$ cat src/rtl/cmdq_pkg.sv
`timescale 1ns/1ps
package cmdq_pkg;
  localparam int WORD_W = 64;
  localparam int ADDR_W = 24;
  localparam int DATA_W = 16;
  localparam int TRIG_N = 16;
  localparam int SEL_W  = $clog2(TRIG_N);
  localparam int OP_W   = 4;
  // field positions inside a command word
  localparam int OP_LSB   = WORD_W - OP_W;
  localparam int ADDR_LSB = 2 * DATA_W;
  localparam int VAL_LSB  = DATA_W;

  typedef enum logic [OP_W-1:0] {
    OP_NULL  = 4'd0,
    OP_WRITE = 4'd1,
    OP_WAIT  = 4'd2,
    OP_PEQ   = 4'd3,
    OP_PNE   = 4'd4
  } op_e;

  typedef enum logic [1:0] {ST_IDLE, ST_BUS, ST_WAIT} st_e;

  typedef struct packed {
    logic [OP_W-1:0]   op;
    logic              known;
    logic [ADDR_W-1:0] addr;
    logic [DATA_W-1:0] val;
    logic [DATA_W-1:0] mask;
    logic [SEL_W-1:0]  sel;
  } cmd_t;

  // true when the bits selected by m agree between a and b
  function automatic logic masked_same(logic [DATA_W-1:0] a, logic [DATA_W-1:0] b,
                                       logic [DATA_W-1:0] m);
    return ((a ^ b) & m) == '0;
  endfunction
endpackage

$ cat src/rtl/cmdq_decode.sv
`timescale 1ns/1ps
module cmdq_decode
  import cmdq_pkg::*;
(
  input  logic [WORD_W-1:0] word,
  output cmd_t              cmd
);
  logic unused_rsv;
  assign unused_rsv = ^word[OP_LSB-1:ADDR_LSB+ADDR_W];

  always_comb begin
    cmd.op    = word[WORD_W-1:OP_LSB];
    cmd.known = (word[WORD_W-1:OP_LSB] <= OP_PNE);
    cmd.addr  = word[ADDR_LSB +: ADDR_W];
    cmd.val   = word[VAL_LSB +: DATA_W];
    cmd.mask  = word[0 +: DATA_W];
    cmd.sel   = word[0 +: SEL_W];
  end
endmodule

$ cat src/rtl/cmdq_cond.sv
`timescale 1ns/1ps
module cmdq_cond
  import cmdq_pkg::*;
(
  input  cmd_t              cmd,
  input  logic [DATA_W-1:0] rdata,
  input  logic [TRIG_N-1:0] trig,
  output logic              trig_hit,
  output logic              poll_ok
);
  logic same;
  assign same     = masked_same(rdata, cmd.val, cmd.mask);
  assign poll_ok  = (cmd.op == OP_PNE) ? !same : same;
  assign trig_hit = trig[cmd.sel];
endmodule

$ cat src/rtl/cmdq_exec.sv
`timescale 1ns/1ps
module cmdq_exec
  import cmdq_pkg::*;
(
  input  logic              clk,
  input  logic              rst_n,
  input  logic              cmd_valid,
  output logic              cmd_ready,
  input  logic [WORD_W-1:0] cmd_word,
  output logic              bus_req,
  output logic              bus_we,
  output logic [ADDR_W-1:0] bus_addr,
  output logic [DATA_W-1:0] bus_wdata,
  output logic [DATA_W-1:0] bus_wmask,
  input  logic [DATA_W-1:0] bus_rdata,
  input  logic              bus_ack,
  input  logic [TRIG_N-1:0] trig,
  output logic              busy,
  output logic              done,
  output logic              err
);
  st_e  st;
  cmd_t in_cmd, cur;
  logic trig_hit, poll_ok;

  cmdq_decode u_dec (.word(cmd_word), .cmd(in_cmd));
  cmdq_cond  u_cond (.cmd(cur), .rdata(bus_rdata), .trig(trig),
                     .trig_hit(trig_hit), .poll_ok(poll_ok));

  // named events for the checks
  logic take, bus_done, wait_done;
  assign take      = cmd_valid && cmd_ready;
  assign bus_done  = (st == ST_BUS) && bus_ack && (bus_we || poll_ok);
  assign wait_done = (st == ST_WAIT) && trig_hit;

  assign cmd_ready = (st == ST_IDLE);
  assign busy      = (st != ST_IDLE);
  assign bus_req   = (st == ST_BUS);
  assign bus_we    = (cur.op == OP_WRITE);
  assign bus_addr  = cur.addr;
  assign bus_wdata = cur.val;
  assign bus_wmask = cur.mask;

  always_ff @(posedge clk or negedge rst_n) begin
    if (!rst_n) begin
      st   <= ST_IDLE;
      cur  <= '0;
      done <= 1'b0;
      err  <= 1'b0;
    end else begin
      done <= 1'b0;
      case (st)
        ST_IDLE: if (cmd_valid) begin
          cur <= in_cmd;
          case (in_cmd.op)
            OP_WRITE, OP_PEQ, OP_PNE: st <= ST_BUS;
            OP_WAIT:                  st <= ST_WAIT;
            default: begin
              done <= 1'b1;
              if (!in_cmd.known) err <= 1'b1;
            end
          endcase
        end
        ST_BUS: if (bus_done) begin
          st   <= ST_IDLE;
          done <= 1'b1;
        end
        ST_WAIT: if (wait_done) begin
          st   <= ST_IDLE;
          done <= 1'b1;
        end
        default: st <= ST_IDLE;
      endcase
    end
  end


  null_done_chk: assert property (@(posedge clk) disable iff (!rst_n)
    take && cmd_word[WORD_W-1:OP_LSB] == OP_NULL |=> done && !busy && !bus_req);

  write_start_chk: assert property (@(posedge clk) disable iff (!rst_n)
    take && cmd_word[WORD_W-1:OP_LSB] == OP_WRITE |=> busy && bus_req && !cmd_ready);

  req_hold_chk: assert property (@(posedge clk) disable iff (!rst_n)
    bus_req && !bus_ack |=> bus_req && $stable(bus_addr) && $stable(bus_we));

  write_done_chk: assert property (@(posedge clk) disable iff (!rst_n)
    bus_req && bus_ack && bus_we |=> done && !busy);

  wait_block_chk: assert property (@(posedge clk) disable iff (!rst_n)
    (st == ST_WAIT) && !trig_hit |=> !done && busy);

  poll_retry_chk: assert property (@(posedge clk) disable iff (!rst_n)
    bus_req && bus_ack && !bus_we && !poll_ok |=> bus_req && !done);

  err_sticky_chk: assert property (@(posedge clk) disable iff (!rst_n)
    err |=> err);
endmodule

$ cat config.mk
export PLATFORM = sky130hd
export DESIGN_NAME = cmdq_exec
export DESIGN_NICKNAME = d
export VERILOG_FILES = /design/src/rtl/cmdq_pkg.sv /design/src/rtl/cmdq_decode.sv /design/src/rtl/cmdq_cond.sv /design/src/rtl/cmdq_exec.sv
export SDC_FILE = /design/constraint.sdc
export NUM_CORES = 1
export LEC_CHECK = 0
export BUFFER_PORTS_ARGS = -buffer_cell sky130_fd_sc_hd__buf_2
export CORE_UTILIZATION = 50
export CTS_CLUSTER_DIAMETER = 80
export DETAILED_ROUTE_END_ITERATION = 10
export MAX_ROUTING_LAYER = met4
export PLACE_DENSITY_LB_ADDON = 0.25
export SYNTH_ARGS = -nofsm -noshare
export SYNTH_HDL_FRONTEND = slang
export SYNTH_SLANG_ARGS = --single-unit
$ cat constraint.sdc
create_clock -name clk -period 4.36 [get_ports clk]
set_input_delay 0.872 -clock clk [delete_from_list [all_inputs] [get_ports clk]]
set_output_delay 0.872 -clock clk [all_outputs]
set_load 0.005 [all_outputs]
# Yosys cells after proc, flatten, opt, wreduce, memory -nomap -nowiden
# Cells that the tools add are included.
dict set report word_totals {
  ff_bits 68
  inputBits 100
  out_inout_bits 62
}
dict set report op_classes {
  magnitude_cmp 2
  n_eq_ne 12
  mux 13
  bitwise_logic 4
  n_reduce_logical 13
}
# cell count
set op_table {}
lappend op_table {{$and 16x16->16} 1}
lappend op_table {{$logic_not 16->1} 1}
lappend op_table {{$xor 16x16->16} 1}
lappend op_table {{$eq 4x1->1 const B} 2}
lappend op_table {{$eq 4x2->1 const B} 2}
lappend op_table {{$eq 4x3->1 const B} 2}
lappend op_table {{$reduce_and 4->1} 2}
lappend op_table {{$mux 1} 6}
lappend op_table {{$mux 2} 3}
lappend op_table {{$pmux 2 s3} 1}
lappend op_table {{$lt 4x5->1 const B} 1}
lappend op_table {{$bmux 1 s4} 1}
lappend op_table {{$le 4x3->1 const B} 1}
lappend op_table {{$ne 2x2->1 const B} 2}
lappend op_table {{$pmux 2 s2} 1}
lappend op_table {{$reduce_or 4->1} 1}
lappend op_table {{$logic_and 1x1->1} 3}
lappend op_table {{$ne 3x1->1 const B} 1}
lappend op_table {{$pmux 1 s3} 1}
lappend op_table {{$reduce_or 3->1} 1}
lappend op_table {{$eq 2x1->1 const B} 1}
lappend op_table {{$eq 2x2->1 const B} 1}
lappend op_table {{$logic_not 2->1} 1}
lappend op_table {{$ne 2x1->1 const B} 1}
lappend op_table {{5 further kinds} 6}

# Longest topological paths before layout
dict set report logic_depth {
  depth_word 9
  ltp_mapped 7
}

# By module
# A second synthesis with hierarchy kept.
dict set report hier_totals {
  cells_unflattened 318
  hier_area_um2 3958.8
}
# mod n_inst cells_each area_per_inst_um2 seq_area_each_um2
set modules_own_cells {}
lappend modules_own_cells {cmdq_exec 1 220 3105.5 1726.7}
lappend modules_own_cells {cmdq_decode 1 66 491.7 0.0}
lappend modules_own_cells {cmdq_cond 1 32 361.6 0.0}

# Worst setup path before layout
# OpenSTA, ideal clock, no wires.
dict set report synth_path {
  path_kind {input to register}
  startpoint {in bus_rdata[5]}
  endpoint {reg done}
  setup_ns 0.101
  arrival_ns 2.023
  required_ns 4.259
  slack_ns 2.236
  stages 6
  n_path_buf 0
  cell_sequence {xor2_1 > a22oi_1 > nand4_1 > nor2_1 > mux2_2 > o32ai_1}
}
dict set report synth_via {
  elab_chain_len 9
}
# item line_no
set synth_rtl {}
lappend synth_rtl {{start, declared} cmdq_exec.sv:15} ;# input logic [DATA_W-1:0] bus_rdata,
lappend synth_rtl {{$xor 16x16->16 (*)} cmdq_pkg.sv:36} ;# return ((a ^ b) & m) == '0;
lappend synth_rtl {{$and 16x16->16 (*)} cmdq_pkg.sv:36}
lappend synth_rtl {{$logic_not 16->1 (*)} cmdq_pkg.sv:36}
lappend synth_rtl {{$logic_not 1->1} cmdq_cond.sv:13} ;# assign poll_ok = (cmd.op == OP_PNE) ? !same : same;
lappend synth_rtl {{$mux 1 (*)} cmdq_cond.sv:13}
lappend synth_rtl {{$logic_or 1x1->1 (*)} cmdq_exec.sv:33} ;# assign bus_done = (st == ST_BUS) && bus_ack && (bus_we || poll_ok);
lappend synth_rtl {{$logic_and 1x1->1 (*)} cmdq_exec.sv:33}
lappend synth_rtl {{$mux 1 (*)} cmdq_exec.sv:64} ;# ST_BUS: if (bus_done) begin
lappend synth_rtl {{$pmux 1 s3 (*)} cmdq_exec.sv:52} ;# case (st)
lappend synth_rtl {{end signal, assigned} cmdq_exec.sv:51} ;# done <= 1'b0;
lappend synth_rtl {{end signal, assigned} cmdq_exec.sv:66} ;# done <= 1'b1;
lappend synth_rtl {{end signal, assigned} cmdq_exec.sv:70} ;# done <= 1'b1;
lappend synth_rtl {{end, declared} cmdq_exec.sv:19} ;# output logic done,
# Every way passes the cells marked *; elsewhere a longest branch is shown, timed or not.
# A chain may end at the register's enable or synchronous reset.

# Worst setup path in the final report
dict set report layout_path {
  startpoint {in bus_rdata[6]}
  endpoint {reg done}
}
# The elaborated chain is that of the path after synthesis.

==> impl_metrics.toml <==
[status]
status = "finished, final reports clean"

[synthesis]
avgSynthCellArea_um2 = 8.67
yosysMostFrequentCell = "nand2_1"
syn_inst = 377
synth_cell_type_count = 29
synth_edf_count = 0
ys.flop_type = "dfrtp_1"
synth_common_cells = "nand2_1 (183), dfrtp_1 (64), buf_4 (56), xor2_1 (16), clkbuf_1 (13)"
synth_top_cell_area_share_pct = 49.0
synth_fp_nets = 477
synth_area_mm2 = 0.00327
async_reset_ff_share_pct = 100
synth.area.top_cells = "dfrtp_1 (49%), nand2_1 (21%), buf_4 (13%)"
synth_seq_cells = 64
seq_area_frac_synth_pct = 49.0
yosysTopAreaCell = "dfrtp_1"
synth_warnings = 0

[layout]
seqCellArea_mm2 = 0.00160
fillCellCount = 573
insertedDiodeCount = 0
drive_above_1_share_pct = 37.6
finalNonFillerCells = 558
area_growth_pct = 18.8
stdcell_area_mm2 = 0.00388
final_nets = 577
multi_input_area_mm2 = 0.00119

[die]
fp.dieW_um = 82.9
start_util_pct = 51.8
die_y_um = 82.9
dieArea_mm2 = 0.00687
core_mm2 = 0.00631
rows = 29
ios = 162

[route]
drtIter0Drc = 91
wl_um = 7200
first_pass_iters = 5
vias = 2682
wl_per_cell_um = 12.9
drc = 0
viasPerCell = 4.81
ant_nets = 0

[setup_path]
end_kind = "flop"
startpoint_type = "input port"
timing.rr.start = "st[0]"
cp_max_fo = 3
crit_start = "bus_rdata[6]"
critPathArrivalTime_ps = 2360
crit_required_ps = 4590
critPathKind = "input port to flop"

[sta]
finClkSkew_ps = 9.40
hold_viol_final = 0
setup_viol = 0
max_freq_mhz = 469
worst_pin_slew_ps = 1130
period_minus_slack_ps = 2130
slew_headroom_pct = 24.9
timing.final.crit_share_pct = 48.9
rsz0062_at_grt = "no"
tns_ps = 0
slew_violations = 0

[clocking]
cts_buffers = 9
cts_tree = "built"
ctsLongestPathBuffers = 2
cts_hold_buffers = 0
cts-htree-levels = 3
cts.reportedPaths.clkPinSlew_ps = 70
cts_setup_buffers = 0
clk_root_buffer_cell = "clkbuf_8"
cts_sinks = 64
worstSkewPairLatency_ps = 320
cts_resized = 0

[min_path]
hp-class = "flop to flop"
min_from = "bus_addr[6]"

[place]
place_congestion = 0.787
io_buffers = 157
hpwl_um = 5250
numPlacedInstances = 543
place_area_mm2 = 0.00370

[grt]
grt_pass1_wl_um = 12300
first_global_vias = 2586
grt_max_degree = 61
grt_use_total_pct = 23.0
grt_overflow = 0
antenna_found_initial = 0

[pwr]
power_density_mw_per_mm2 = 613
cellLeakagePower_nw = 2.26
ir_worst_vdd_v = 0.000286

[run]
maxCapViolations = 0
-- cells in the final DEF, fill, tap and decap left out, drive strengths merged, types with 2 or more instances in the layout --
master	synthesis	layout
nand2	183	183
mux2i	2	2
o21ai	2	2
mux4	4	4
o31ai	2	2
dfrtp	64	64
clkbuf	13	11
a22oi	8	8
buf	57	159
nand4	2	2
mux2	3	3
xor2	16	16
nor2	6	6
inv	2	2
nor4b	2	2
clkinv	0	3
-- worst max-delay path, cell delays in order --
cell     delay (ps)
buf_2           100
xor2_1          130
a22oi_1         230
nand4_1         140
nor2_1          240
mux2_2          390
o32ai_1         250
-- kinds of logic after synthesis --
kind of cell / share of synthesized area [%]
buffers and inverters: 14.7
AO/OA/AOI/OAI: 3.83
multiplexers: 4.40
XOR/XNOR: 4.29
AND/OR/NAND/NOR: 23.8
flip-flops: 49.0
-- report_power, final --
group	total, mW	switching [mW]	leakage [nW]	internal [mW]
Sequential	1.04	0.200	0.785	0.838
Clock	0.480	0.206	0.0989	0.274
Combinational	0.860	0.446	1.37	0.414
-- layout make-up --
cell class	count	share of cell area, %
clock buffers	11	3.64
clock inverters	4	1.16
inverters	2	0.193
multi-input cells	241	30.6
flip-flops and latches	64	41.3
well taps	77	2.48
repair buffers	159	20.6
-- sequential cells by signal (all words and copies together), names as in the netlist --
signal / flops
bus_addr: 24
bus_wdata: 16
bus_wmask: 16
cur: 4
done: 1
err: 1
st: 2
-- metrics by stage --
stage | utilization (%) | hold WS, ps | power [mW] | worst slack [ps]
floorplan | - | 447 | 1.79 | 2240
global placement | 58.5 | 453 | 1.89 | 1900
detailed placement | 58.5 | 457 | 1.92 | 1890
CTS | 61.5 | 474 | 2.41 | 2230
global route | 61.5 | 492 | 2.58 | 2090
finish | 61.5 | 468 | 2.38 | 2230
-- metal layers --
metal  global-route usage [%]  vias to the layer above  wire (um)
met5                        -                        -          0
met4                     8.78                        0         99
met3                     5.37                        8        476
met2                     36.7                      100       3540
met1                     28.7                     1247       3090
li1                         -                     1327          -
-- worst paths after layout --
| path | endpoint | slack [ps] | cells after the start |
|---|---|---|---|
| max | done | 2230 | 7 |
| min | bus_addr[6] | 470 | 2 |
| max reg2reg | bus_addr[10] | 2410 | 4 |
| min reg2reg | bus_addr[6] | 470 | 2 |
| max in group asynchronous | bus_wmask[14] | 2810 | 2 |
| min in group asynchronous | bus_addr[22] | 700 | 1 |
Note: power is estimated with default switching activity, not from simulation.
